[config.mk]
export PLATFORM = sky130hd
export DESIGN_NAME = xmem_bus_ctrl
export DESIGN_NICKNAME = d
export VERILOG_FILES = /design/src/rtl/xmem_bus_ctrl.sv
export SDC_FILE = /design/constraint.sdc
export NUM_CORES = 1
export LEC_CHECK = 0
export ABC_AREA = 1
export CAP_MARGIN = 10
export CORE_UTILIZATION = 41
export DETAILED_ROUTE_END_ITERATION = 10
export PLACE_DENSITY = 0.92
export SLEW_MARGIN = 0
export SYNTH_ARGS = -nofsm -noshare
export SYNTH_HDL_FRONTEND = slang
export SYNTH_SLANG_ARGS = --single-unit
[constraint.sdc]
create_clock -name clk -period 1.5 [get_ports clk]
set_input_delay 0.3 -clock clk [delete_from_list [all_inputs] [get_ports clk]]
set_output_delay 0.3 -clock clk [all_outputs]
set_load 0.01 [all_outputs]
[src/rtl/xmem_bus_ctrl.sv]
module xmem_bus_ctrl #(
  parameter int ROM_BYTES = 16384
) (
  input  logic        clk,
  input  logic        rst_n,
  input  logic        ext_acc_strap,
  input  logic        cfg_page,
  input  logic [1:0]  cfg_region,
  input  logic        req,
  input  logic        req_code,
  input  logic        req_wr,
  input  logic [17:0] req_addr,
  input  logic [7:0]  req_wdata,
  output logic        busy,
  output logic        done,
  output logic [7:0]  rdata,
  output logic        rom_en,
  output logic [15:0] rom_addr,
  input  logic [7:0]  rom_rdata,
  output logic        ale,
  output logic        rd_n,
  output logic        wr_n,
  output logic [7:0]  a_hi_out,
  output logic        a_hi_oe,
  input  logic [7:0]  a_hi_in,
  output logic [7:0]  ad_out,
  output logic        ad_oe,
  input  logic [7:0]  ad_in,
  output logic        a17_out,
  output logic        a17_en
);

  localparam logic [18:0] ROM_LIM = 19'(ROM_BYTES);

  typedef enum logic [2:0] {S_IDLE, S_ADDR, S_LATCH, S_DATA, S_ROM} st_t;

  st_t         state;
  logic        ea_q, page_q, ext_q, wr_q;
  logic [17:0] addr_q;
  logic [7:0]  wdata_q;

  wire accept  = req && (state == S_IDLE);
  wire on_chip = req_code && ea_q && ({1'b0, req_addr} < ROM_LIM);
  wire addr_ph = (state == S_ADDR) || (state == S_LATCH);
  wire data_ph = (state == S_DATA);

  always_ff @(posedge clk) begin
    if (!rst_n) begin
      ea_q    <= ext_acc_strap;
      state   <= S_IDLE;
      page_q  <= 1'b0;
      ext_q   <= 1'b0;
      wr_q    <= 1'b0;
      addr_q  <= '0;
      wdata_q <= '0;
      done    <= 1'b0;
      rdata   <= '0;
    end else begin
      done <= 1'b0;
      case (state)
        S_IDLE: if (accept) begin
          state   <= on_chip ? S_ROM : S_ADDR;
          page_q  <= cfg_page;
          ext_q   <= (cfg_region == 2'b00);
          wr_q    <= req_wr && !req_code;
          addr_q  <= req_addr;
          wdata_q <= req_wdata;
        end
        S_ADDR:  state <= S_LATCH;
        S_LATCH: state <= S_DATA;
        S_DATA: begin
          state <= S_IDLE;
          done  <= 1'b1;
          if (!wr_q) rdata <= page_q ? a_hi_in : ad_in;
        end
        S_ROM: begin
          state <= S_IDLE;
          done  <= 1'b1;
          rdata <= rom_rdata;
        end
        default: state <= S_IDLE;
      endcase
    end
  end

  assign busy     = (state != S_IDLE);
  assign ale      = (state == S_ADDR);
  assign rom_en   = (state == S_ROM);
  assign rom_addr = addr_q[15:0];
  assign rd_n     = !(data_ph && !wr_q);
  assign wr_n     = !(data_ph && wr_q);
  assign ad_oe    = addr_ph || (data_ph && (page_q || wr_q));
  assign ad_out   = (data_ph && !page_q) ? wdata_q : addr_q[7:0];
  assign a_hi_oe  = addr_ph || (data_ph && (!page_q || wr_q));
  assign a_hi_out = (data_ph && page_q) ? wdata_q : addr_q[15:8];
  assign a17_en   = ext_q;
  assign a17_out  = ext_q & addr_q[17];

  AST_ALE_ONE_CYCLE: assert property (@(posedge clk) disable iff (!rst_n)
    ale |=> !ale);
  AST_ALE_DRIVES_ADDR: assert property (@(posedge clk) disable iff (!rst_n)
    ale |-> (ad_oe && a_hi_oe));
  AST_ADDR_HELD: assert property (@(posedge clk) disable iff (!rst_n)
    $fell(ale) |-> ($stable(ad_out) && $stable(a_hi_out)));
  AST_DONE_PULSE: assert property (@(posedge clk) disable iff (!rst_n)
    done |=> !done);
  AST_STRAP_HELD: assert property (@(posedge clk) disable iff (!rst_n)
    $past(rst_n) |-> $stable(ea_q));
  AST_ROM_NO_ALE: assert property (@(posedge clk) disable iff (!rst_n)
    rom_en |-> (!ale && rd_n && wr_n));
  AST_STROBE_EXCL: assert property (@(posedge clk) disable iff (!rst_n)
    !(!rd_n && !wr_n));
  AST_CFG_STABLE: assert property (@(posedge clk) disable iff (!rst_n)
    (busy && $past(busy)) |-> $stable(a17_en));
  AST_READ_RELEASE: assert property (@(posedge clk) disable iff (!rst_n)
    !rd_n |-> !(ad_oe && a_hi_oe));

endmodule

; After elaboration in Yosys (flattened, before gate mapping)
; Index checks and enable logic that the tools add are counted.
[op_classes]
n_lt_le_gt_ge = 1
n_eq_ne = 6
n_reduce_logical = 27
n_shift = 0
div = 0
add_sub_neg = 0
n_mux = 9
mul = 0
n_bitwise = 1
[op_table]
columns = cell, count
row1 = 8-bit 2-to-1 mux, 4
row2 = "18-bit by 15-bit less-than comparator with 1-bit output, second input constant", 1
row3 = 8-bit case mux with 2 select lines, 1
row4 = 1-bit logical AND, 10
row5 = 3-bit case mux with 3 select lines, 1
row6 = "3-bit by 2-bit equality test with 1-bit output, second input constant", 2
row7 = 3-bit 2-to-1 mux, 2
row8 = 1-bit logical NOT, 5
row9 = 1-bit logical OR, 5
row10 = "2-bit != test, second input constant", 2
row11 = 2-bit AND reduction, 2
row12 = "3-bit by 1-bit equality test with 1-bit output, second input constant", 1
row13 = "3-bit equality test, second input constant", 1
row14 = 3-bit logical NOT, 1
row15 = 3-bit nonzero test, 1
row16 = 2-bit logical NOT, 1
row17 = 2-bit nonzero test, 1
row18 = 2-bit OR reduction, 1
row19 = 1-bit AND, 1
row20 = 1-bit 2-to-1 mux, 1
[word_totals]
in_bits = 59
regBits = 42
rom_bits = 0
n_memories = 0
latchBits = 0
ram_bits = 0

; Longest topological paths before layout
[depth]
ltp_word = 5
mapped_depth = 8
ltp_nobuf = 7

; Least setup slack after synthesis
; Ideal clock, no wire load.
[synth_path]
path_kind = flip-flop to output port
startpoint = reg state[1]
endpoint = out a_hi_out[1]
path_stages_with_launch = 7
arrival_ps = 1170
path_buffers = 2
path_slack_ps = 30
path_cell_list = dfxtp_1 > buf_2 > nand2_2 > nor2_4 > nand2_2 > buf_6 > o21ai_1
[synth_between]
elab_chain_len = 3
[synth_rtl]
columns = element, line
row1 = from (decl), 37  ; st_t state;
row2 = from (signal assigned), 62  ; state <= on_chip ? S_ROM : S_ADDR;
row3 = 3-bit by 2-bit equality test with 1-bit output, 45  ; wire data_ph = (state == S_DATA);
row4 = 1-bit logical AND, 95  ; assign a_hi_out = (data_ph && page_q) ? wdata_q : addr_q[15:8];
row5 = 8-bit 2-to-1 mux, 95
row6 = to (decl), 23  ; output logic [7:0] a_hi_out,
; Every way passes these cells.

; Worst setup path after layout
[layout_path]
startpoint = reg state[0]
endpoint = out a_hi_out[3]
; Same word-level chain as after synthesis.

==> flow_metrics.env <==
export IMPL_final_fill_count=317
export IMPL_grt_pass1_wl_mm=12.4
export IMPL_vias=2749
export IMPL_finClkSkew_ns=0.0115
export IMPL_period_needed_ns=1.83
export IMPL_power_switching_w=0.000956
export IMPL_synthCells=324
export IMPL_arrival_ns=1.53
export IMPL_critPathKind="flip-flop to output pin"
export IMPL_regArea_um2=838
export IMPL_routabilityCongestion=0.883
export IMPL_ff2ff_path_depth=10
export IMPL_layout_commonest_cell="nand2_1"
export IMPL_final_cell_mix="93 x nand2_1, 62 x clkdlybuf4s50_1, 36 x dfxtp_1"
export IMPL_startpoint_type="flip-flop"
export IMPL_cts_tree="built"
export IMPL_path_cells="nand2_2, nor2_4, buf_6, nand2_8, buf_12, o21ai_2, buf_2"
export IMPL_r2r_start="state[1]"
export IMPL_grt_max_degree=18
export IMPL_max_stage_delay_ns=0.35
export IMPL_crit_path_max_fanout=8
export IMPL_netSwitchingFraction_pct=32.6
export IMPL_p_comb_share_pct=33.2
export IMPL_end_kind="output pin"
export IMPL_postSynthAreaPerCell_um2=6.92
export IMPL_violations="negative setup slack"
export IMPL_setup_viol_count_final=52
export IMPL_holdPathEnd="wdata_q[4]"
export IMPL_area_growth_pct=75.2
export IMPL_max_slew_margin_pct=79.9
export IMPL_avgViaCountPerCell=5.26
export IMPL_dp_hpwl_mm=4.98
export IMPL_slew_violations=0
export IMPL_syn_nets=383
export IMPL_timing_fmax_mhz=548
export IMPL_antenna_left=0
export IMPL_hold_slack_ns=0.489
export IMPL_clk_insertion_delay_late_ns=0.31
export IMPL_port_buffers=108
export IMPL_p_clk_share_pct=25.3
export IMPL_worst_pin_slew_ns=0.301
export IMPL_powerDensity_nw_per_um2=746
export IMPL_die_h_um=76.0
export IMPL_cts_sinks=41
export IMPL_drv_cap=0
export IMPL_core_area_um2=5170
export IMPL_die_x_um=76.0
export IMPL_first_pass_iters=5
export IMPL_fin_nets=511
export IMPL_p_leak_nw=1.84
export IMPL_htreeDepth=2
export IMPL_p_seq_share_pct=41.5
export IMPL_wl_per_cell_um=17.7
export IMPL_min_period_over_period_pct=122
export IMPL_drcViolationCount=0
export IMPL_final_setup_tns_ns=-6.97
export IMPL_hold_viol=0
export IMPL_dp_worst_setup_slack_ns=-0.371
export IMPL_ys_seq_elements=41
export IMPL_antenna_found_initial=0
export IMPL_fin_ws_ns=-0.326
export IMPL_max_vdd_ir_drop_uv=575
export IMPL_num_antenna_cells=0
export IMPL_rows=26
export IMPL_top_level_ports=109
export IMPL_intPower_w=0.00198
export IMPL_routed_wl_mm=9.26
export IMPL_worst_path_max_delay_cell="dfxtp_2"
export IMPL_grt_pass1_vias=2528
export IMPL_reg2reg_slack_ns=-0.15
export IMPL_grt_use_total_pct=27.1
export IMPL_cts_root_buf="clkbuf_8"
export IMPL_clockBufferDepth=2
export IMPL_synthesis_area_um2=2240
export IMPL_cts_buffers=5
export IMPL_utilization_pct=76.0
export IMPL_drive_above_1_share_pct=36.0
export IMPL_hold_path_cell_count=2
export IMPL_synth_cell_type_count=26
export IMPL_ys_warnings_count=0
export IMPL_synth_seq_area_share_pct=37.0
export IMPL_holdCritPathClass="flip-flop to flip-flop"
export IMPL_start_util_pct=43.4
export IMPL_worstHoldStart="wdata_q[4]"
export IMPL_multi_input_area_um2=1330
export IMPL_crit_required_ns=1.20
export IMPL_worstReg2RegEnd="page_q"
export IMPL_holdBufCountCts=0
export IMPL_status="complete, but fails checks"
export IMPL_die_area_um2=5770
export IMPL_gr_total_overflow=0
export IMPL_drt_initial_drc_count=204
export IMPL_clk_pin_slew_ns=0.09
export IMPL_rsz0062_at_grt="true"
-- worst max-delay path, delay by kind of cell (launching register included) --
kind | cells | cell delay, ns
buffers and inverters | 3 | 0.45
DFF | 1 | 0.35
and+or+nand+nor | 3 | 0.29
AOI/OAI and AO/OA | 1 | 0.13
-- power groups by stage --
stage	Sequential, W	Combinational, W	Clock (W)
global route	0.00122	0.00102	0.000792
detailed placement	0.00123	0.000794	0
finish	0.00122	0.000974	0.000743
global placement	0.00123	0.000776	0
CTS	0.00121	0.000786	0.000723
floorplan	0.00123	0.000389	0
-- repair_timing --
action / in CTS / in global routing
buffers inserted: 2 / 10
gates cloned: 3 / 2
endpoints found under the setup margin: 41 / 32
pin swaps: 4 / 6
resized for setup: 144 / 62
-- cell usage after synthesis --
cell / n / area share [%]
or2_2: 1 / 0.28
nand2_1: 116 / 19
clkinv_1: 1 / 0.17
nand4_1: 1 / 0.28
buf_6: 5 / 2.5
clkinv_2: 1 / 0.22
nand3_4: 1 / 0.78
nand2_2: 12 / 3.3
nor2_1: 23 / 3.8
o211ai_1: 1 / 0.33
clkbuf_1: 3 / 0.50
nand2_4: 1 / 0.50
nor2_8: 1 / 0.89
buf_1: 1 / 0.17
nand3_1: 20 / 4.5
dfxtp_1: 40 / 36
a21oi_2: 8 / 3.1
buf_4: 19 / 6.4
o21ai_1: 10 / 2.2
edfxtp_1: 1 / 1.3
buf_2: 3 / 0.67
a21oi_1: 20 / 4.5
nor2_4: 2 / 1.0
o21ai_2: 8 / 3.1
and3_1: 1 / 0.28
inv_1: 24 / 4.0
-- logic make-up (layout without fill, tap and decap cells) --
kind of cell	count (synthesis)	count (layout)	share of synthesized area [%]
AO/OA/AOI/OAI	47	47	13.3
buffers and inverters	57	184	14.6
flip-flops	41	41	37.0
AND/OR/NAND/NOR	179	181	35.1
-- layer usage --
metal | wire (um) | up-vias | part of all wire [%] | global-route usage [%]
met5 | 0 | - | 0 | 0
met4 | 581 | 0 | 6.3 | 12.9
met3 | 599 | 56 | 6.5 | 5.63
met2 | 4700 | 176 | 51 | 48.5
met1 | 3380 | 1262 | 36 | 30.6
li1 | - | 1255 | - | -
-- how the worst max path moves through the flow --
stage / startpoint / endpoint / slack [ns] / depth (start not counted)
CTS: state[0] / a_hi_out[7] / -0.27 / 7
detailed placement: state[1] / ad_out[5] / -0.37 / 5
floorplan: state[1] / a_hi_out[1] / 0.03 / 6
global route: state[0] / a_hi_out[3] / -0.38 / 7
finish: state[0] / a_hi_out[3] / -0.33 / 7
global placement: state[1] / ad_out[0] / -0.31 / 5
-- state kept, by name, indices dropped and copies added (netlist names) --
name     cells
done         1
ea_q         1
a17_en       1
page_q       1
state        3
wdata_q      8
addr_q      17
rdata        8
wr_q         1
-- through the flow --
step	total power [W]	std cells	cell area [um^2]
after floorplan	0.00161	324	2240
after global placement	0.00200	499	3440
after detailed placement	0.00202	499	3440
after CTS	0.00271	512	3600
after global routing	0.00304	523	3930
final	0.00293	523	3930
-- area by class of cell --
class	instances	area share (%)
clock buffers	5	1.75
repair buffers	150	37.4
multi-input cells	228	33.9
well taps	70	2.23
clock inverters	3	0.446
inverters	26	2.90
flip-flops and latches	41	21.3
Note: power is estimated with default switching activity, not from simulation.
